===== config.mk =====
export PLATFORM = sky130hd
export DESIGN_NAME = ramdisk_port_ctrl
export DESIGN_NICKNAME = d
export VERILOG_FILES = /design/src/rtl/rdp_pkg.sv /design/src/rtl/rdp_decode.sv /design/src/rtl/rdp_locator.sv /design/src/rtl/rdp_sram_side.sv /design/src/rtl/ramdisk_port_ctrl.sv
export SDC_FILE = /design/constraint.sdc
export NUM_CORES = 1
export LEC_CHECK = 0
export ABC_AREA = 0
export BUFFER_PORTS_ARGS = -buffer_cell sky130_fd_sc_hd__buf_2
export CAP_MARGIN = 40
export CORE_MARGIN = 1.5
export CORE_UTILIZATION = 40
export CTS_BUF_LIST = sky130_fd_sc_hd__clkbuf_16
export CTS_CLUSTER_DIAMETER = 120
export CTS_CLUSTER_SIZE = 8
export DETAILED_ROUTE_END_ITERATION = 7
export PLACE_DENSITY_LB_ADDON = 0.2
export SETUP_SLACK_MARGIN = 0.02
export SLEW_MARGIN = 20
export SYNTH_ARGS = -nofsm -noshare
export SYNTH_HDL_FRONTEND = slang
export SYNTH_SLANG_ARGS = --single-unit

===== constraint.sdc =====
create_clock -name clk -period 4.5 [get_ports clk]
set_input_delay 0.45 -clock clk [delete_from_list [all_inputs] [get_ports clk]]
set_output_delay 0.45 -clock clk [all_outputs]
set_load 0.02 [all_outputs]

===== src/rtl/rdp_pkg.sv =====
package rdp_pkg;
  // Port order within the four-address window is host-visible behaviour.
  typedef enum logic [1:0] {
    PORT_DATA = 2'd0,
    PORT_ALO  = 2'd1,
    PORT_AHI  = 2'd2,
    PORT_STAT = 2'd3
  } port_e;
endpackage


===== src/rtl/rdp_decode.sv =====
module rdp_decode
  import rdp_pkg::*;
#(
  parameter int IOA_W = 8
) (
  input  logic [IOA_W-1:0] io_addr,
  input  logic [IOA_W-3:0] base_sw,
  output logic             hit,
  output port_e            port
);
  // Open switch reads 1, closed reads 0: the switch level is the address bit.
  assign hit  = (io_addr[IOA_W-1:2] == base_sw);
  assign port = port_e'(io_addr[1:0]);
endmodule


===== src/rtl/rdp_locator.sv =====
module rdp_locator #(
  parameter int BYTE_W = 9,
  parameter int LO_W   = 8,
  parameter int HI_W   = 5,
  localparam int FULL_W = BYTE_W + LO_W + HI_W
) (
  input  logic              clk,
  input  logic              rst,
  input  logic              ld_lo,
  input  logic              ld_hi,
  input  logic [LO_W-1:0]   lo_din,
  input  logic [HI_W-1:0]   hi_din,
  input  logic              acc_now,
  output logic [FULL_W-1:0] full_addr
);
  logic [LO_W-1:0]   lo_q;
  logic [HI_W-1:0]   hi_q;
  logic [BYTE_W-1:0] off_q;
  logic              acc_q;

  always_ff @(posedge clk) begin
    if (rst) begin
      lo_q  <= '0;
      hi_q  <= '0;
      off_q <= '0;
      acc_q <= 1'b0;
    end else begin
      acc_q <= acc_now;
      if (ld_lo) lo_q <= lo_din;
      if (ld_hi) hi_q <= hi_din;
      if (ld_lo || ld_hi)
        off_q <= '0;
      else if (acc_q && !acc_now)
        off_q <= off_q + 1'b1;  // natural wrap, no carry into sector bits
    end
  end

  assign full_addr = {hi_q, lo_q, off_q};
endmodule


===== src/rtl/rdp_sram_side.sv =====
module rdp_sram_side #(
  parameter int FULL_W  = 22,
  parameter int DEV_W   = 19,
  localparam int CS_BITS = FULL_W - DEV_W,
  localparam int NUM_CS  = 1 << CS_BITS
) (
  input  logic [FULL_W-1:0] full_addr,
  input  logic              rd_go,
  input  logic              wr_go,
  input  logic              pwr_ok,
  output logic [DEV_W-1:0]  sram_addr,
  output logic [NUM_CS-1:0] cs_n,
  output logic              oe_n,
  output logic              we_n
);
  logic [CS_BITS-1:0] dev_sel;
  logic               cyc_en;

  assign sram_addr = full_addr[DEV_W-1:0];
  assign dev_sel   = full_addr[FULL_W-1:DEV_W];
  assign cyc_en    = (rd_go || wr_go) && pwr_ok;

  for (genvar i = 0; i < NUM_CS; i++) begin : g_cs
    assign cs_n[i] = !(cyc_en && (dev_sel == CS_BITS'(i)));
  end

  assign oe_n = !(rd_go && pwr_ok);
  assign we_n = !(wr_go && pwr_ok);
endmodule


===== src/rtl/ramdisk_port_ctrl.sv =====
module ramdisk_port_ctrl
  import rdp_pkg::*;
#(
  parameter int IOA_W  = 8,
  parameter int DW     = 8,
  parameter int BYTE_W = 9,
  parameter int LO_W   = 8,
  parameter int HI_W   = 5,
  parameter int DEV_W  = 19,
  localparam int FULL_W  = BYTE_W + LO_W + HI_W,
  localparam int CS_BITS = FULL_W - DEV_W,
  localparam int NUM_CS  = 1 << CS_BITS,
  localparam int BASE_W  = IOA_W - 2
) (
  input  logic              clk,
  input  logic              rst,
  input  logic [BASE_W-1:0] base_sw,
  input  logic [IOA_W-1:0]  io_addr,
  input  logic              io_rd,
  input  logic              io_wr,
  input  logic [DW-1:0]     io_wdata,
  output logic [DW-1:0]     io_rdata,
  input  logic              pfail_rst_n,
  output logic [DEV_W-1:0]  sram_addr,
  output logic [NUM_CS-1:0] sram_cs_n,
  output logic              sram_oe_n,
  output logic              sram_we_n,
  output logic [DW-1:0]     sram_wdata,
  input  logic [DW-1:0]     sram_rdata,
  output logic              act_led
);
  logic              hit;
  port_e             port;
  logic              rd_go, wr_go, acc_now;
  logic              ld_lo, ld_hi;
  logic [FULL_W-1:0] full_addr;
  logic              led_q;

  rdp_decode #(.IOA_W(IOA_W)) u_dec (
    .io_addr (io_addr),
    .base_sw (base_sw),
    .hit     (hit),
    .port    (port)
  );

  assign rd_go   = hit && (port == PORT_DATA) && io_rd;
  assign wr_go   = hit && (port == PORT_DATA) && io_wr;
  assign acc_now = rd_go || wr_go;
  assign ld_lo   = hit && (port == PORT_ALO) && io_wr;
  assign ld_hi   = hit && (port == PORT_AHI) && io_wr;

  rdp_locator #(.BYTE_W(BYTE_W), .LO_W(LO_W), .HI_W(HI_W)) u_loc (
    .clk       (clk),
    .rst       (rst),
    .ld_lo     (ld_lo),
    .ld_hi     (ld_hi),
    .lo_din    (io_wdata[LO_W-1:0]),
    .hi_din    (io_wdata[HI_W-1:0]),
    .acc_now   (acc_now),
    .full_addr (full_addr)
  );

  rdp_sram_side #(.FULL_W(FULL_W), .DEV_W(DEV_W)) u_sram (
    .full_addr (full_addr),
    .rd_go     (rd_go),
    .wr_go     (wr_go),
    .pwr_ok    (pfail_rst_n),
    .sram_addr (sram_addr),
    .cs_n      (sram_cs_n),
    .oe_n      (sram_oe_n),
    .we_n      (sram_we_n)
  );

  assign sram_wdata = io_wdata;

  always_comb begin
    io_rdata = '0;
    if (hit && io_rd) begin
      case (port)
        PORT_DATA: io_rdata = sram_rdata;
        PORT_STAT: io_rdata[0] = pfail_rst_n;
        default:   io_rdata = '0;
      endcase
    end
  end

  always_ff @(posedge clk) begin
    if (rst) led_q <= 1'b0;
    else     led_q <= acc_now;
  end
  assign act_led = led_q;
endmodule


==> results by stage <==
Power and ir drop:
- The overall power after layout is about 440 µW.
- The power per standard cell area is 249.4 mW/mm².
- Summed over all cells, the static leakage comes to 0.0009244 µW.
- The worst voltage drop across the vdd grid is ~0.25 mV.

Place:
- Routability-driven placement finished with a final weighted congestion of 0.7488.
- The quantity of I/O buffers inserted on ports is 80.
- The HPWL reported at the end of detailed placement is 2341 µm.
- The cell count after placement is 262.

CTS:
- The clock net in this run drives a total of 23 sinks.
- The number of hold buffers added after CTS was 0.
- The clock buffer count from CTS is 3.
- Clock tree synthesis selected as its root buffer the cell sky130_fd_sc_hd__clkbuf_16.
- The clock reaches the later pin of the worst-skew pair after 250 ps.
- CTS built an H-tree with a depth of 1.
- The clock tree from TritonCTS is yes.
- The clock passes through at most 2 buffers.
- The number of buffers inserted by post-CTS setup repair is 0.
- Clock-pin slew was measured on the worst setup and hold paths at 60 ps.
- After clock tree synthesis, the repair step resized 0 gates.

Timing:
- Adding up every negative setup slack in the final design gives 0 ps.
- Setup repair after global routing left no endpoint under its margin.
- Measured against its own limit, the worst slew margin works out to 66.67%.
- The post-route worst hold slack is 441.0 ps.
- Across the routed clock network, the largest skew measured is 1.100 ps.
- After layout, the worst path uses between 50% and 60% of the clock period.
- The minimum period implied by the final worst setup slack is between 2000 and 3000 ps.
- The number of endpoints failing setup at the final stage is 0.
- The max-slew violation count is 0.
- The actual slew at the worst max-slew pin is 496.2 ps.
- The hold violation total from the final report is 0.
- The top achievable clock speed is 0.3969 GHz.

Synthesis:
- By instance count, the leading cell after synthesis is sky130_fd_sc_hd__buf_4.
- The netlist uses 33 different library cells.
- After Yosys synthesis, full adders, half adders and majority gates account for 4.299% of the synthesized area.
- For this run, the register share of the synthesized area comes to 31.64%.
- Counting every instance in the synthesized netlist gives 167.
- The fraction of registers with async set/reset is 0%.
- By area, the combinational part of the netlist is dominated by simple AND/OR/NAND/NOR gates.
- The number of warnings printed during yosys synthesis is 0.
- The proportion of synthesized area in mux cells is 9.630%.
- The synthesized netlist net count is 207.
- After synthesis the cells add up to 0.001455 mm².
- Sorting the synthesized cells by how often they occur yields 27 x sky130_fd_sc_hd__buf_4, 23 x sky130_fd_sc_hd__dfxtp_1, 22 x sky130_fd_sc_hd__nor2_1, 14 x sky130_fd_sc_hd__mux2i_1.
- In this run, synthesis inferred 0 flip-flops with an integrated enable.
- In this run, synthesis produced a sequential element count of 23.
- The share of the synthesized netlist area taken by xor and xnor gates is 5.417%.
- The average cell area after synthesis is 8.713 µm².
- sky130_fd_sc_hd__dfxtp_1 takes more of the synthesized area than any other cell.
- By area the synthesized netlist is led by sky130_fd_sc_hd__dfxtp_1 32%, sky130_fd_sc_hd__buf_4 14%, sky130_fd_sc_hd__mux2i_1 9.6%.
- Among all flip-flop cells after synthesis, the most frequent one is sky130_fd_sc_hd__dfxtp_1.
- The synthesized netlist devotes 6.879% of its cell area to compound gates.
- The portion of synthesized cell area occupied by the leading cell type is 31.64%.
- The area fraction in and, or, nand and nor cells after synthesis is 25.80%.

Die:
- The die covers 0.004009 mm².
- The initial standard-cell utilization of the core is between 40% and 50%.
- The core area is roughly 0.0034 mm².
- The top-level I/O count is 81.
- The die extent in y is 63.32 µm.
- The number of placement rows is 21.
- The die extent in x is 63.32 µm.

Route:
- The first routing iteration left 48 violations.
- The remaining antenna violation count after routing is 0.
- The post-route DRC violation count is 0.
- The routed layout has 1238 vias.
- The first TritonRoute pass finished after 3 iterations.
- The total length of routed wires is 2869 µm.
- Dividing the detail-routed via count by the number of cells gives 4.654.
- Dividing the detail-routed wire length by the instance count gives 10.79 µm.

Critical path:
- The cell type group with the largest total delay on the critical path is simple AND/OR/NAND/NOR gates.
- The arrival time at the worst endpoint is 2070 ps.
- The cell at the slowest stage of the critical path is sky130_fd_sc_hd__nor3_1.
- Tracing the worst setup path back leads to its startpoint at io_addr[0].
- The cell occurring most often along the worst timing path is sky130_fd_sc_hd__buf_2.
- The startpoint identified for the worst register-to-register timing path is u_loc.off_q[0].
- The startpoint type of the worst setup path is an input pin.
- The internal reg-to-reg setup slack is 2980 ps.
- The worst setup path is captured at an output pin.
- The biggest fanout along the worst timing path is 5.
- The number of cells on the worst reg-to-reg path is 4.
- The worst path buffer plus inverter count is 3.
- Walking the worst path, the cells encountered are buf_2 -> inv_1 -> ha_1 -> o21ai_0 -> nor3_1 -> nand2_1 -> nor2_1 -> nand3_1 -> buf_2.
- The endpoint identified for the worst register-to-register timing path is u_loc.off_q[8].
- For the worst setup path, the data required time is 4050 ps.
- The end point of the critical path is sram_cs_n[4].
- The logic depth of the worst path, buffers included is 9.
- The critical path is of the in2out type.
- For this run, the slowest stage of the critical path takes 400 ps.

Layout:
- For this run, the post-layout net count is 261.
- The layout overhead on the synthesized area is 21.15%.
- The antenna cell count is 0.
- In the final layout, the share of cells above drive strength 1 is about two fifths.
- The number of standard cells in the final layout excluding fillers is around 270.

GRT:
- The number of global-route vias before repair is 1129.
- The first-pass GRT wire length is roughly 5000 µm.
- Across every metal layer, demand over resource in global routing totals 14.70%.
- The initial antenna violation count is 0.
- The pin count of the biggest net entering global routing is 16.
- For this run the aggregate overflow at the end of global routing stands at 0.

Worst hold path:
- The worst hold path belongs to the class in2reg.

Status:
- The flow ran to the end, and the final reports show no timing, DRC or antenna violations.

Flow run:
- The tool flagged a number of max-cap violations equal to 0.
==> area by class of cell <==
type	instances	area, µm²
inverter	2	7.507
tap	46	57.56
clock buffer	3	75.07
sequential	23	460.4
fill	351	1653
timing repair buffer	80	400.4
clock inverter	1	5.005
multi-input combinational	111	757.0
==> logic make-up (layout without fill, tap and decap cells) <==
| logic type | after synthesis | count (layout) |
|---|---|---|
| simple gates | 67 | 67 |
| buf+inv | 33 | 86 |
| fa+ha+maj | 5 | 5 |
| xor+xnor | 9 | 9 |
| flops | 23 | 23 |
| mux | 14 | 14 |
| compound gates | 16 | 16 |
==> layout by cell type (no fill, tap or decap), types with 5 or more instances in the layout <==
cell type,n
sky130_fd_sc_hd__nor2_1,22
sky130_fd_sc_hd__ha_1,5
sky130_fd_sc_hd__buf_2,80
sky130_fd_sc_hd__mux2i_1,14
sky130_fd_sc_hd__dfxtp_1,23
sky130_fd_sc_hd__nand2_1,8
sky130_fd_sc_hd__xor2_1,6
sky130_fd_sc_hd__nand3_1,7
sky130_fd_sc_hd__and2_1,8
sky130_fd_sc_hd__nand4_1,6
sky130_fd_sc_hd__a21oi_1,7
==> sequential cells by signal, indices dropped and copies added (netlist names) <==
name	count
u_loc.off_q	9
u_loc.acc_q	1
u_loc.hi_q	5
u_loc.lo_q	8
==> tightest hold or removal path, cell delays in order <==
cell and delay, ps:
sky130_fd_sc_hd__buf_2 80, sky130_fd_sc_hd__mux2i_1 50, sky130_fd_sc_hd__nor2_1 70
==> routing by layer <==
layer | up-vias | GRT usage [%] | wire, µm
met5 | - | 0 | 0
met4 | 0 | 2.446 | 8
met3 | 2 | 3.750 | 157
met2 | 32 | 28.06 | 1429
met1 | 545 | 16.54 | 1272
li1 | 659 | - | -
==> how the worst min path moves through the flow <==
stage	cells after the start	slack (ps)	start	to
after global routing	3	450	io_wdata[7]	u_loc.lo_q[7]
after CTS	3	440	io_wdata[5]	u_loc.lo_q[5]
final	3	440	io_wdata[5]	u_loc.lo_q[5]
after floorplan	2	450	u_loc.off_q[8]	u_loc.off_q[8]
after global placement	2	470	u_loc.off_q[8]	u_loc.off_q[8]
after detailed placement	2	470	u_loc.off_q[8]	u_loc.off_q[8]
==> power breakdown <==
part           internal, µW  switching, µW
sequential              204          0.208
combinational          20.0           27.4
clock                   119           68.9
==> stage by stage <==
| stage | setup slack [ps] | util [%] | area [µm²] |
|---|---|---|---|
| 2_1_floorplan | 2264 | - | 1455 |
| 3_3_place_gp | 1989 | 49.27 | 1683 |
| 3_5_place_dp | 1971 | 49.27 | 1683 |
| 4_1_cts | 1971 | 51.61 | 1763 |
| 5_1_grt | 1754 | 51.61 | 1763 |
| 6_report | 1980 | 51.61 | 1763 |
Power figures use the tool's default switching activity.
